[config.mk]
export PLATFORM = sky130hd
export DESIGN_NAME = frame_size_fitter
export DESIGN_NICKNAME = d
export VERILOG_FILES = /design/src/rtl/fsz_pkg.sv /design/src/rtl/fsz_limit_sel.sv /design/src/rtl/fsz_dim_fit.sv /design/src/rtl/fsz_out_stage.sv /design/src/rtl/frame_size_fitter.sv
export SDC_FILE = /design/constraint.sdc
export NUM_CORES = 1
export LEC_CHECK = 0
export BUFFER_PORTS_ARGS = -buffer_cell sky130_fd_sc_hd__buf_2
export CAP_MARGIN = 20
export CORE_ASPECT_RATIO = 1.4
export CORE_MARGIN = 2
export CORE_UTILIZATION = 50
export CTS_BUF_LIST = sky130_fd_sc_hd__clkbuf_16
export DETAILED_ROUTE_END_ITERATION = 16
export PLACE_DENSITY_LB_ADDON = 0.3
export RECOVER_POWER = 50
export SLEW_MARGIN = 15
export SYNTH_ARGS = -nofsm -noshare
export SYNTH_HDL_FRONTEND = slang
export SYNTH_HIERARCHICAL = 1
export SYNTH_SLANG_ARGS = --single-unit
[constraint.sdc]
create_clock -name clk -period 7.98 [get_ports clk]
set_input_delay 0.798 -clock clk [delete_from_list [all_inputs] [get_ports clk]]
set_output_delay 0.798 -clock clk [all_outputs]
set_load 0.03 [all_outputs]
[src/rtl/fsz_pkg.sv]
// Shared types for the frame size fitter.
// Assumes: limit values fit in 32 bits; alignment is given as log2 of the step.
package fsz_pkg;

    // Pixel format selector; the encoding is visible on the in_fmt port.
    typedef enum logic [0:0] {
        FMT_YUV420_2P = 1'b0,
        FMT_RGB32     = 1'b1
    } pix_fmt_e;

    // One format's limit set: alignment exponent and inclusive bounds.
    typedef struct packed {
        logic [31:0] align_lg;
        logic [31:0] min_v;
        logic [31:0] max_v;
    } size_limit_t;

endpackage

[src/rtl/fsz_limit_sel.sv]
// Picks the limit set that belongs to the requested pixel format.
// Assumes: the two limit sets are elaboration-time constants.
module fsz_limit_sel #(
    parameter int unsigned YUV_ALIGN_LG = 3,
    parameter int unsigned YUV_MIN      = 32,
    parameter int unsigned YUV_MAX      = 32768,
    parameter int unsigned RGB_ALIGN_LG = 2,
    parameter int unsigned RGB_MIN      = 8,
    parameter int unsigned RGB_MAX      = 8192
) (
    input  fsz_pkg::pix_fmt_e   fmt,
    output fsz_pkg::size_limit_t lim
);
    import fsz_pkg::*;

    // Format decode into the active limit set.
    always_comb begin
        unique case (fmt)
            FMT_RGB32: begin
                lim.align_lg = 32'(RGB_ALIGN_LG);
                lim.min_v    = 32'(RGB_MIN);
                lim.max_v    = 32'(RGB_MAX);
            end
            default: begin
                lim.align_lg = 32'(YUV_ALIGN_LG);
                lim.min_v    = 32'(YUV_MIN);
                lim.max_v    = 32'(YUV_MAX);
            end
        endcase
    end

endmodule

[src/rtl/fsz_dim_fit.sv]
// Fits one dimension: rounds to the nearest alignment step, then clamps into
// the masked bounds of the active limit set. Purely combinational.
// Assumes: the masked upper bound fits in DW bits; align_lg < DW.
// The sum is computed one bit wider than the input so rounding cannot wrap.
module fsz_dim_fit #(
    parameter int unsigned DW = 16
) (
    input  logic [DW-1:0]        req,
    input  fsz_pkg::size_limit_t lim,
    output logic [DW-1:0]        fit
);
    localparam int unsigned SW = DW + 1;

    logic [SW-1:0] step;
    logic [SW-1:0] half;
    logic [SW-1:0] mask;
    logic [SW-1:0] sum;
    logic [SW-1:0] rounded;
    logic [SW-1:0] lo_bound;
    logic [SW-1:0] hi_bound;
    logic [SW-1:0] res;

    // Derive step, half step and alignment mask from the exponent.
    always_comb begin
        step = SW'(1) << lim.align_lg;
        half = step >> 1;
        mask = ~(step - SW'(1));
    end

    // Round to the nearest step in a widened sum.
    always_comb begin
        sum     = {1'b0, req} + half;
        rounded = sum & mask;
    end

    // Masked bounds of the active format.
    always_comb begin
        lo_bound = SW'(lim.min_v) & mask;
        hi_bound = SW'(lim.max_v) & mask;
    end

    // Clamp into the masked range.
    always_comb begin
        if (rounded < lo_bound) begin
            res = lo_bound;
        end else if (rounded > hi_bound) begin
            res = hi_bound;
        end else begin
            res = rounded;
        end
        fit = res[DW-1:0];
    end

endmodule

[src/rtl/fsz_out_stage.sv]
// Single output register with a valid/ready handshake on both sides.
// Takes a new payload when empty or when the held one is consumed the same
// cycle; holds the payload unchanged while the consumer stalls.
module fsz_out_stage #(
    parameter int unsigned PW = 32
) (
    input  logic          clk,
    input  logic          rst_n,
    input  logic          in_valid,
    output logic          in_ready,
    input  logic [PW-1:0] din,
    output logic          out_valid,
    input  logic          out_ready,
    output logic [PW-1:0] dout
);
    logic          full_q;
    logic [PW-1:0] data_q;
    logic          take;

    // Accept when the register is free or drains this cycle.
    always_comb begin
        in_ready = !full_q || out_ready;
        take     = in_valid && in_ready;
    end

    // Load, drain or hold the output register.
    always_ff @(posedge clk) begin
        if (!rst_n) begin
            full_q <= 1'b0;
            data_q <= '0;
        end else if (take) begin
            full_q <= 1'b1;
            data_q <= din;
        end else if (out_ready) begin
            full_q <= 1'b0;
        end
    end

    assign out_valid = full_q;
    assign dout      = data_q;

endmodule

[src/rtl/frame_size_fitter.sv]
// Frame size align-and-clamp unit. Selects the format's limit set, fits width
// and height through two identical datapaths and registers the pair.
// Assumes: synchronous active-low reset; default limits give results that fit
// in DW bits (largest bound 32768 with DW = 16).
module frame_size_fitter #(
    parameter int unsigned DW           = 16,
    parameter int unsigned YUV_ALIGN_LG = 3,
    parameter int unsigned YUV_MIN      = 32,
    parameter int unsigned YUV_MAX      = 32768,
    parameter int unsigned RGB_ALIGN_LG = 2,
    parameter int unsigned RGB_MIN      = 8,
    parameter int unsigned RGB_MAX      = 8192
) (
    input  logic          clk,
    input  logic          rst_n,
    input  logic          in_valid,
    output logic          in_ready,
    input  logic          in_fmt,
    input  logic [DW-1:0] in_width,
    input  logic [DW-1:0] in_height,
    output logic          out_valid,
    input  logic          out_ready,
    output logic [DW-1:0] out_width,
    output logic [DW-1:0] out_height
);
    import fsz_pkg::*;

    localparam int unsigned NDIM = 2;
    localparam int unsigned PW   = NDIM * DW;

    localparam logic [DW-1:0] YUV_LOW = DW'((1 << YUV_ALIGN_LG) - 1);
    localparam logic [DW-1:0] RGB_LOW = DW'((1 << RGB_ALIGN_LG) - 1);
    localparam logic [DW-1:0] YUV_LO  = DW'(YUV_MIN) & ~YUV_LOW;
    localparam logic [DW-1:0] YUV_HI  = DW'(YUV_MAX) & ~YUV_LOW;
    localparam logic [DW-1:0] RGB_LO  = DW'(RGB_MIN) & ~RGB_LOW;
    localparam logic [DW-1:0] RGB_HI  = DW'(RGB_MAX) & ~RGB_LOW;

    size_limit_t              lim;
    logic [NDIM-1:0][DW-1:0]  req;
    logic [NDIM-1:0][DW-1:0]  fit;
    logic [PW-1:0]            held;

    fsz_limit_sel #(
        .YUV_ALIGN_LG (YUV_ALIGN_LG),
        .YUV_MIN      (YUV_MIN),
        .YUV_MAX      (YUV_MAX),
        .RGB_ALIGN_LG (RGB_ALIGN_LG),
        .RGB_MIN      (RGB_MIN),
        .RGB_MAX      (RGB_MAX)
    ) u_lim (
        .fmt (pix_fmt_e'(in_fmt)),
        .lim (lim)
    );

    // Gather both dimensions so one generate loop builds their datapaths.
    always_comb begin
        req[0] = in_width;
        req[1] = in_height;
    end

    for (genvar d = 0; d < NDIM; d++) begin : g_dim
        fsz_dim_fit #(.DW(DW)) u_fit (
            .req (req[d]),
            .lim (lim),
            .fit (fit[d])
        );
    end

    fsz_out_stage #(.PW(PW)) u_out (
        .clk       (clk),
        .rst_n     (rst_n),
        .in_valid  (in_valid),
        .in_ready  (in_ready),
        .din       (fit),
        .out_valid (out_valid),
        .out_ready (out_ready),
        .dout      (held)
    );

    assign out_width  = held[DW-1:0];
    assign out_height = held[PW-1:DW];


    ready_rule_chk: assert property (@(posedge clk) disable iff (!rst_n)
        (!out_valid || out_ready) |-> in_ready);


    stall_block_chk: assert property (@(posedge clk) disable iff (!rst_n)
        (out_valid && !out_ready) |-> !in_ready);


    accept_chk: assert property (@(posedge clk) disable iff (!rst_n)
        (in_valid && in_ready) |=> out_valid);


    drain_chk: assert property (@(posedge clk) disable iff (!rst_n)
        (out_valid && out_ready && !in_valid) |=> !out_valid);


    hold_chk: assert property (@(posedge clk) disable iff (!rst_n)
        (out_valid && !out_ready) |=>
            (out_valid && $stable(out_width) && $stable(out_height)));


    yuv_range_chk: assert property (@(posedge clk) disable iff (!rst_n)
        (in_valid && in_ready && !in_fmt) |=>
            (((out_width & YUV_LOW) == '0) && ((out_height & YUV_LOW) == '0) &&
             (out_width >= YUV_LO) && (out_width <= YUV_HI) &&
             (out_height >= YUV_LO) && (out_height <= YUV_HI)));


    rgb_range_chk: assert property (@(posedge clk) disable iff (!rst_n)
        (in_valid && in_ready && in_fmt) |=>
            (((out_width & RGB_LOW) == '0) && ((out_height & RGB_LOW) == '0) &&
             (out_width >= RGB_LO) && (out_width <= RGB_HI) &&
             (out_height >= RGB_LO) && (out_height <= RGB_HI)));

endmodule

==> impl_metrics.yaml, run 1 <==
run_status:
  status: "complete, no violations"
finish:
  area_growth_pct: 3.76
  final_util_pct: 53.1
  layout_common_cells: "nand2_1, ha_1, a21oi_1"
  final_area_um2: 7420
  final_nets: 1150
  layout_commonest_cell: "nand2_1"
  drive_above_1_share_pct: 7.94
  stdcell_count: 1205
  diodes: 0
  nFillCells: 1424
synthesis:
  syn_inst: 980
  yosysWarnings: 6
  postSynthAreaPerCell_um2: 7.29
  netlist_area_um2: 7150
placed_design:
  place_hpwl_um: 17000
  gp_congestion: 0.977
  placed_area_um2: 7290
  dp_cells: 1197
  io_buffer_count: 70
sta:
  slew_viol_final: 0
  fmax_ghz: 0.161
  fin_crit_sh_pct: 77.9
  fin_skew_ns: 0.00377
  rsz0062_at_grt: "no"
  finalHoldViolCount: 0
  setup_viol: 0
  max_slew_margin_pct: 27.4
  setup_tns_ns: 0
  worstMarginPinSlew_ns: 1.09
  fin_crit_ns: 6.21
detailed_routing:
  ant_nets: 0
  drtPass1Iterations: 5
  wl_per_cell_um: 17.2
  wl_um: 20700
  drc: 0
  vias: 7073
  drt-initial-drc-count: 436
  via_per_inst: 5.87
cts:
  cts_tree: "yes"
  cts_max_level: 2
  cts_root_buf: "clkbuf_16"
  clk_transition_reported_paths_ns: 0.05
  hold_buffers: 0
  numCtsBuffers: 5
  cts.repair.resized: 0
  clock_path_buffers: 2
  cts_sinks: 33
  postCtsSetupBuffers: 0
  clkLatencyLatePin_ns: 0.27
global_routing:
  grt-busiest-layer: "met2"
  grt_pass1_vias: 6827
  grt_max_degree: 66
  grtUsageMet1_pct: 30.3
  grt_use_total_pct: 26.7
  grt_overflow: 0
  met2_usage_pct: 49.3
  antenna_found_initial: 0
  use_met3_pct: 2.10
  grt_pass1_wl_um: 33400
worst_setup_path:
  start_kind: "input pin"
  critical_path_peak_fanout: 24
  worstSetupEndpointType: "flip-flop"
  worst-setup-path-type: "in2reg"
  worstPathRequired_ns: 8.18
  arrival_ns: 6.42
  r2r_cells: 3
  timing.rr.start: "u_out/out_valid"
  reg2reg_slack_ns: 6.71
  r2r-end: "u_out/dout[31]"
min_path:
  whs_path_depth: 2
  hold_class: "reg2reg"
  worst_hold_startpoint: "u_out/dout[28]"
  whs_endpoint: "u_out/dout[28]"
job:
  cap_violations: 0
floorplanning:
  die_area_um2: 15300
  core_area_um2: 14000
  fp.dieW_um: 105
  num_rows: 51
  die_h_um: 145
  ioPinCount: 71
  initial_utilization_pct: 51.1
pwr:
  ir_drop_mv: 0.0811
  p_leak_nw: 3.34
  finalPower_uw: 480
  power_density_nw_per_um2: 64.7
-- final cells by class --
cell class	count	area [um^2]	share of cell area, %
Multi-Input combinational cell	875	5910	79.6
Inverter	29	109	1.47
Sequential cell	33	661	8.91
Timing Repair Buffer	75	347	4.67
Clock inverter	3	37.5	0.506
Clock buffer	5	125	1.69
Tap cell	185	231	3.12
-- layer usage --
| layer | wire [um] | share of wire [%] |
|---|---|---|
| met2 | 10500 | 51 |
| met1 | 8180 | 39 |
| met3 | 924 | 4.5 |
| met5 | 0 | 0 |
| met4 | 1120 | 5.4 |
-- critical path, stage by stage --
cell,delay (ns)
buf_2,0.20
inv_1,0.29
nor4_1,0.67
ha_1,0.26
a21oi_1,0.05
o211ai_1,0.45
nor2b_1,0.13
nor2_1,0.14
xnor2_1,0.15
nor2_1,0.12
ha_1,0.31
and3_1,0.17
nand3_1,0.08
a211oi_1,0.22
a221o_1,0.26
a21bo_2,0.24
and4_1,0.20
o31ai_4,0.82
buf_4,0.30
a21oi_1,0.06
a21oi_1,0.25
nand2_1,0.09
mux2i_1,0.15
-- how the worst max path moves through the flow --
stage / cells past startpoint / endpoint / startpoint
floorplan: 25 / u_out/dout[10] / in_fmt
global placement: 23 / u_out/dout[28] / in_fmt
detailed placement: 23 / u_out/dout[28] / in_fmt
CTS: 23 / u_out/dout[28] / in_fmt
global route: 23 / u_out/dout[28] / in_fmt
finish: 23 / u_out/dout[17] / in_fmt
-- sequential cells by signal, summed over array words and instances (netlist names) --
signal and flops:
u_out/out_valid 1, u_out/dout 32
-- power by group --
part / leakage [nW] / total [mW] / internal [mW] / switching (mW)
registers: 0.266 / 0.166 / 0.165 / 0.000343
logic: 2.99 / 0.106 / 0.0339 / 0.0717
clock network: 0.0826 / 0.209 / 0.145 / 0.0639
-- stage by stage --
stage / hold slack (ns) / worst slack (ns)
after floorplan: 0.579 / 2.67
after global placement: 0.442 / 1.57
after detailed placement: 0.443 / 1.55
after CTS: 0.456 / 1.84
after global routing: 0.475 / 1.30
final: 0.456 / 1.77
Note: power is estimated with default switching activity, not from simulation.
==> run 2: changes to the inputs <==
- clock period: 7.98 -> 5.75 ns (I/O delays scaled with it)
==> impl_metrics.yaml, run 2 (same netlist as run 1, synthesis figures left out) <==
run_status:
  status: "complete, no violations"
global_routing:
  grt_overflow: 0
  grt_use_total_pct: 27.0
  grt_max_degree: 66
  antenna_found_initial: 0
  grt_pass1_vias: 6919
  grt_pass1_wl_um: 33900
worst_setup_path:
  crit_buf_inv: 2
  path_cells: "buf_2 > inv_1 > nand2_1 > nor3_1 > ha_1 > o21a_1 > a21oi_1 > o21ai_0 > a211oi_1 > o31ai_1 > a21o_1 > a21oi_1 > xnor2_1 > and2_1 > ha_1 > nand4_1 > nor4_1 > o21ai_0 > o21ai_2 > nor2_4 > mux2_1 > a21oi_1 > nand2_1 > mux2i_1"
  timing.rr.start: "u_out/out_valid"
  path_common_cell: "a21oi_1"
  cp.depth: 24
  worst-setup-path-type: "in2reg"
  endpoint: "u_out/dout[4]"
  worstSetupEndpointType: "flip-flop"
  slowest_stage: "mux2_1"
  crit_family: "compound AO/OA/AOI/OAI gates"
  worstPathRequired_ns: 5.95
  arrival_ns: 5.49
  start_kind: "input pin"
  max_stage_delay_ns: 0.40
  crit_start: "in_fmt"
  reg2reg_slack_ns: 4.50
  critical_path_peak_fanout: 15
  r2r-end: "u_out/dout[10]"
  r2r_cells: 3
sta:
  fin_skew_ns: 0.00287
  setup_tns_ns: 0
  rsz0062_at_grt: "no"
  max_slew_margin_pct: 29.1
  worstMarginPinSlew_ns: 1.06
  setup_viol: 0
  holdWs_ns: 0.460
  fmax_ghz: 0.189
  finalHoldViolCount: 0
  fin_crit_sh_pct: 91.9
  slew_viol_final: 0
  fin_crit_ns: 5.28
finish:
  area_growth_pct: 5.41
  diodes: 0
  final_util_pct: 53.9
  layout_common_cells: "nand2_1, ha_1, a21oi_1"
  final_nets: 1164
  largest_reg_flops: 32
  drive_above_1_share_pct: 9.58
  layout_commonest_cell: "nand2_1"
detailed_routing:
  wl_um: 21000
  drt-initial-drc-count: 383
  via_per_inst: 5.92
  drc: 0
  vias: 7206
  wl_per_cell_um: 17.2
  ant_nets: 0
  drtPass1Iterations: 6
floorplanning:
  die_area_um2: 15300
  fp.dieW_um: 105
  core_area_um2: 14000
  die_h_um: 145
  ioPinCount: 71
  num_rows: 51
  initial_utilization_pct: 51.1
pwr:
  ir_drop_mv: 0.0963
  p_seq_share_pct: 36.9
  power_frac_comb_pct: 24.1
  power_density_nw_per_um2: 82.8
  switching_share_pct: 30.7
  intPower_uw: 432
  clockPowerShare_pct: 39.1
  p_leak_nw: 3.42
  p_switching_uw: 191
cts:
  cts_max_level: 2
  clkLatencyLatePin_ns: 0.27
  clk_transition_reported_paths_ns: 0.05
  cts_sinks: 33
  cts_root_buf: "clkbuf_16"
  numCtsBuffers: 5
  postCtsSetupBuffers: 0
  clock_path_buffers: 2
  hold_buffers: 0
  cts_tree: "yes"
  cts.repair.resized: 0
min_path:
  hold_class: "reg2reg"
placed_design:
  io_buffer_count: 70
  gp_congestion: 0.933
  place_hpwl_um: 17300
job:
  cap_violations: 0
-- run 2: cell count changes in the layout (fill, tap and decap cells not counted), sizes merged --
cell and change:
bufinv -1, buf +15, clkbuf -1
-- run 2: final cells by class --
type	count	area, um^2
clock buffers	5	125
clock inverters	2	7.51
fillers	1459	6440
inverters	29	109
multi-input cells	875	5920
flip-flops and latches	33	661
well taps	185	231
repair buffers	89	478
-- run 2: how the worst min path moves through the flow --
stage                     end      startpoint  slack [ns]  depth (start not counted)
2_1_floorplan  u_out/dout[27]  u_out/dout[27]        0.58                          2
3_3_place_gp    u_out/dout[0]   u_out/dout[0]        0.44                          2
3_5_place_dp   u_out/dout[15]  u_out/dout[15]        0.45                          2
4_1_cts         u_out/dout[0]   u_out/dout[0]        0.46                          2
5_1_grt        u_out/dout[30]  u_out/dout[30]        0.48                          2
6_report       u_out/dout[29]  u_out/dout[29]        0.46                          2
-- run 2: power groups by stage --
stage	registers (mW)	logic, mW	clock network [mW]
CTS	0.230	0.131	0.248
detailed placement	0.235	0.131	0
global placement	0.235	0.130	0
floorplan	0.235	0.141	0
global route	0.230	0.164	0.259
finish	0.230	0.150	0.244
-- run 2: metal layers --
metal  track usage, %  routed length (um)  part of all wire, %  up-vias
met3             2.64                 863                  4.1       73
met1             30.7                8380                   40     3351
met5                0                   0                    0        -
li1                 -                   -                    -     3565
met2             49.7               10600                   50      217
met4             13.5                1170                  5.6        0
-- run 2: worst reg2reg max path, cell delays in order (launching register included) --
cell and delay, ns:
dfxtp_1 0.33, nand2b_4 0.07, and2_4 0.50, mux2i_1 0.28
-- run 2: through the flow --
stage | worst slack [ns] | total power, mW | cells | instance area [um^2]
4_1_cts | 0.369 | 0.609 | 1218 | 7560
2_1_floorplan | 0.667 | 0.377 | 1039 | 7370
3_5_place_dp | 0.0906 | 0.365 | 1211 | 7420
5_1_grt | 0.0332 | 0.653 | 1218 | 7530
6_report | 0.466 | 0.624 | 1218 | 7530
3_3_place_gp | 0.144 | 0.365 | 1211 | 7420
==> run 3: changes to the inputs <==
- ABC_AREA: not set -> 1
==> impl_metrics.yaml, run 3 <==
run_status:
  status: "complete, no violations"
global_routing:
  grt_max_degree: 67
  grt_pass1_wl_um: 33600
  grt_pass1_vias: 7193
  grt_overflow: 0
  antenna_found_initial: 0
  grt_use_total_pct: 25.8
pwr:
  p_leak_nw: 4.43
  ir_drop_mv: 0.158
  power_density_nw_per_um2: 85.8
finish:
  nFillCells: 1602
  final_util_pct: 53.7
  multi_input_area_um2: 5560
  largest_reg_flops: 32
  regArea_um2: 661
  area_growth_pct: 4.86
  final_nets: 1456
  drive_above_1_share_pct: 10.3
  layout_common_cells: "nand2_1, inv_1, nand3_1"
  diodes: 0
  layout_commonest_cell: "nand2_1"
worst_setup_path:
  critical_path_peak_fanout: 15
  worst-setup-path-type: "in2reg"
  path_common_cell: "inv_1"
  crit_start: "in_fmt"
  slowest_stage: "ha_1"
  max_stage_delay_ns: 0.37
  worstPathRequired_ns: 5.91
  reg2reg_slack_ns: 4.45
  endpoint: "u_out/dout[13]"
  arrival_ns: 5.53
  r2r_cells: 5
  timing.rr.start: "u_out/out_valid"
  start_kind: "input pin"
  r2r-end: "u_out/dout[5]"
  worstSetupEndpointType: "flip-flop"
cts:
  cts.repair.resized: 0
  clock_path_buffers: 2
  cts_max_level: 2
  cts_root_buf: "clkbuf_16"
  clk_transition_reported_paths_ns: 0.05
  hold_buffers: 0
  postCtsSetupBuffers: 0
  clkLatencyLatePin_ns: 0.27
  cts_tree: "yes"
  cts_sinks: 33
  numCtsBuffers: 5
sta:
  max_slew_margin_pct: 59.7
  slew_viol_final: 0
  setup_viol: 0
  finalHoldViolCount: 0
  fmax_ghz: 0.186
  fin_crit_ns: 5.37
  worstMarginPinSlew_ns: 0.604
  worst_slack_ns: 0.375
  fin_skew_ns: 0.00208
  fin_crit_sh_pct: 93.5
placed_design:
  gp_congestion: 0.997
  dp_slack_ns: 0.108
  place_hpwl_um: 17200
  io_buffer_count: 70
synthesis:
  netlist_area_um2: 7390
  postSynthAreaPerCell_um2: 5.84
  syn_inst: 1266
  yosysWarnings: 6
job:
  cap_violations: 0
min_path:
  whs_path_depth: 2
  worst_hold_startpoint: "u_out/dout[27]"
  hold_class: "reg2reg"
detailed_routing:
  drtPass1Iterations: 5
  vias: 7794
  wl_per_cell_um: 13.4
  ant_nets: 0
  via_per_inst: 5.15
  drt-initial-drc-count: 521
  drc: 0
  wl_um: 20300
floorplanning:
  ioPinCount: 71
  die_area_um2: 15800
  fp.dieW_um: 107
  num_rows: 52
  core_area_um2: 14400
  die_h_um: 148
  initial_utilization_pct: 51.2
[run 3: final cells by class]
class / instances / area share, %
inverter: 191 / 9.25
timing repair buffer: 86 / 5.71
sequential: 33 / 8.52
multi-input combinational: 1008 / 71.8
clock inverter: 2 / 0.0968
clock buffer: 5 / 1.61
tap: 189 / 3.05
[run 3: worst min path at each step]
stage                endpoint  slack, ns
2_1_floorplan   u_out/dout[0]       0.62
3_3_place_gp   u_out/dout[19]       0.46
3_5_place_dp   u_out/dout[27]       0.46
4_1_cts         u_out/dout[5]       0.48
5_1_grt         u_out/dout[5]       0.48
6_report       u_out/dout[27]       0.47
[run 3: worst max-delay path: cells and delay by family]
| kind | cells | cell delay, ns |
|---|---|---|
| and+or+nand+nor | 17 | 2.10 |
| AOI/OAI and AO/OA | 8 | 1.22 |
| adders and majority gates | 2 | 0.70 |
| buffers and inverters | 8 | 0.94 |
[run 3: layer usage]
layer	up-vias	global-route usage [%]	part of all wire, %
li1	4098	-	-
met1	3407	33.1	44
met2	233	44.4	47
met3	56	1.06	4.6
met4	0	11.9	4.6
met5	-	0	0
[run 3: report_power, final]
group / internal [mW] / switching (mW)
registers: 0.243 / 0.00681
clock network: 0.154 / 0.0816
logic: 0.0514 / 0.128
total: 0.449 / 0.216
[run 3: metrics by stage]
step                cells  hold slack [ns]  power [mW]  setup TNS (ns)  area (um^2)
CTS                  1513            0.475       0.661               0         7760
finish               1514            0.475       0.665               0         7750
detailed placement   1506            0.463       0.423               0         7630
global route         1514            0.482       0.702         -0.0212         7750
floorplan            1325            0.624       0.417               0         7610
global placement     1506            0.455       0.421               0         7630
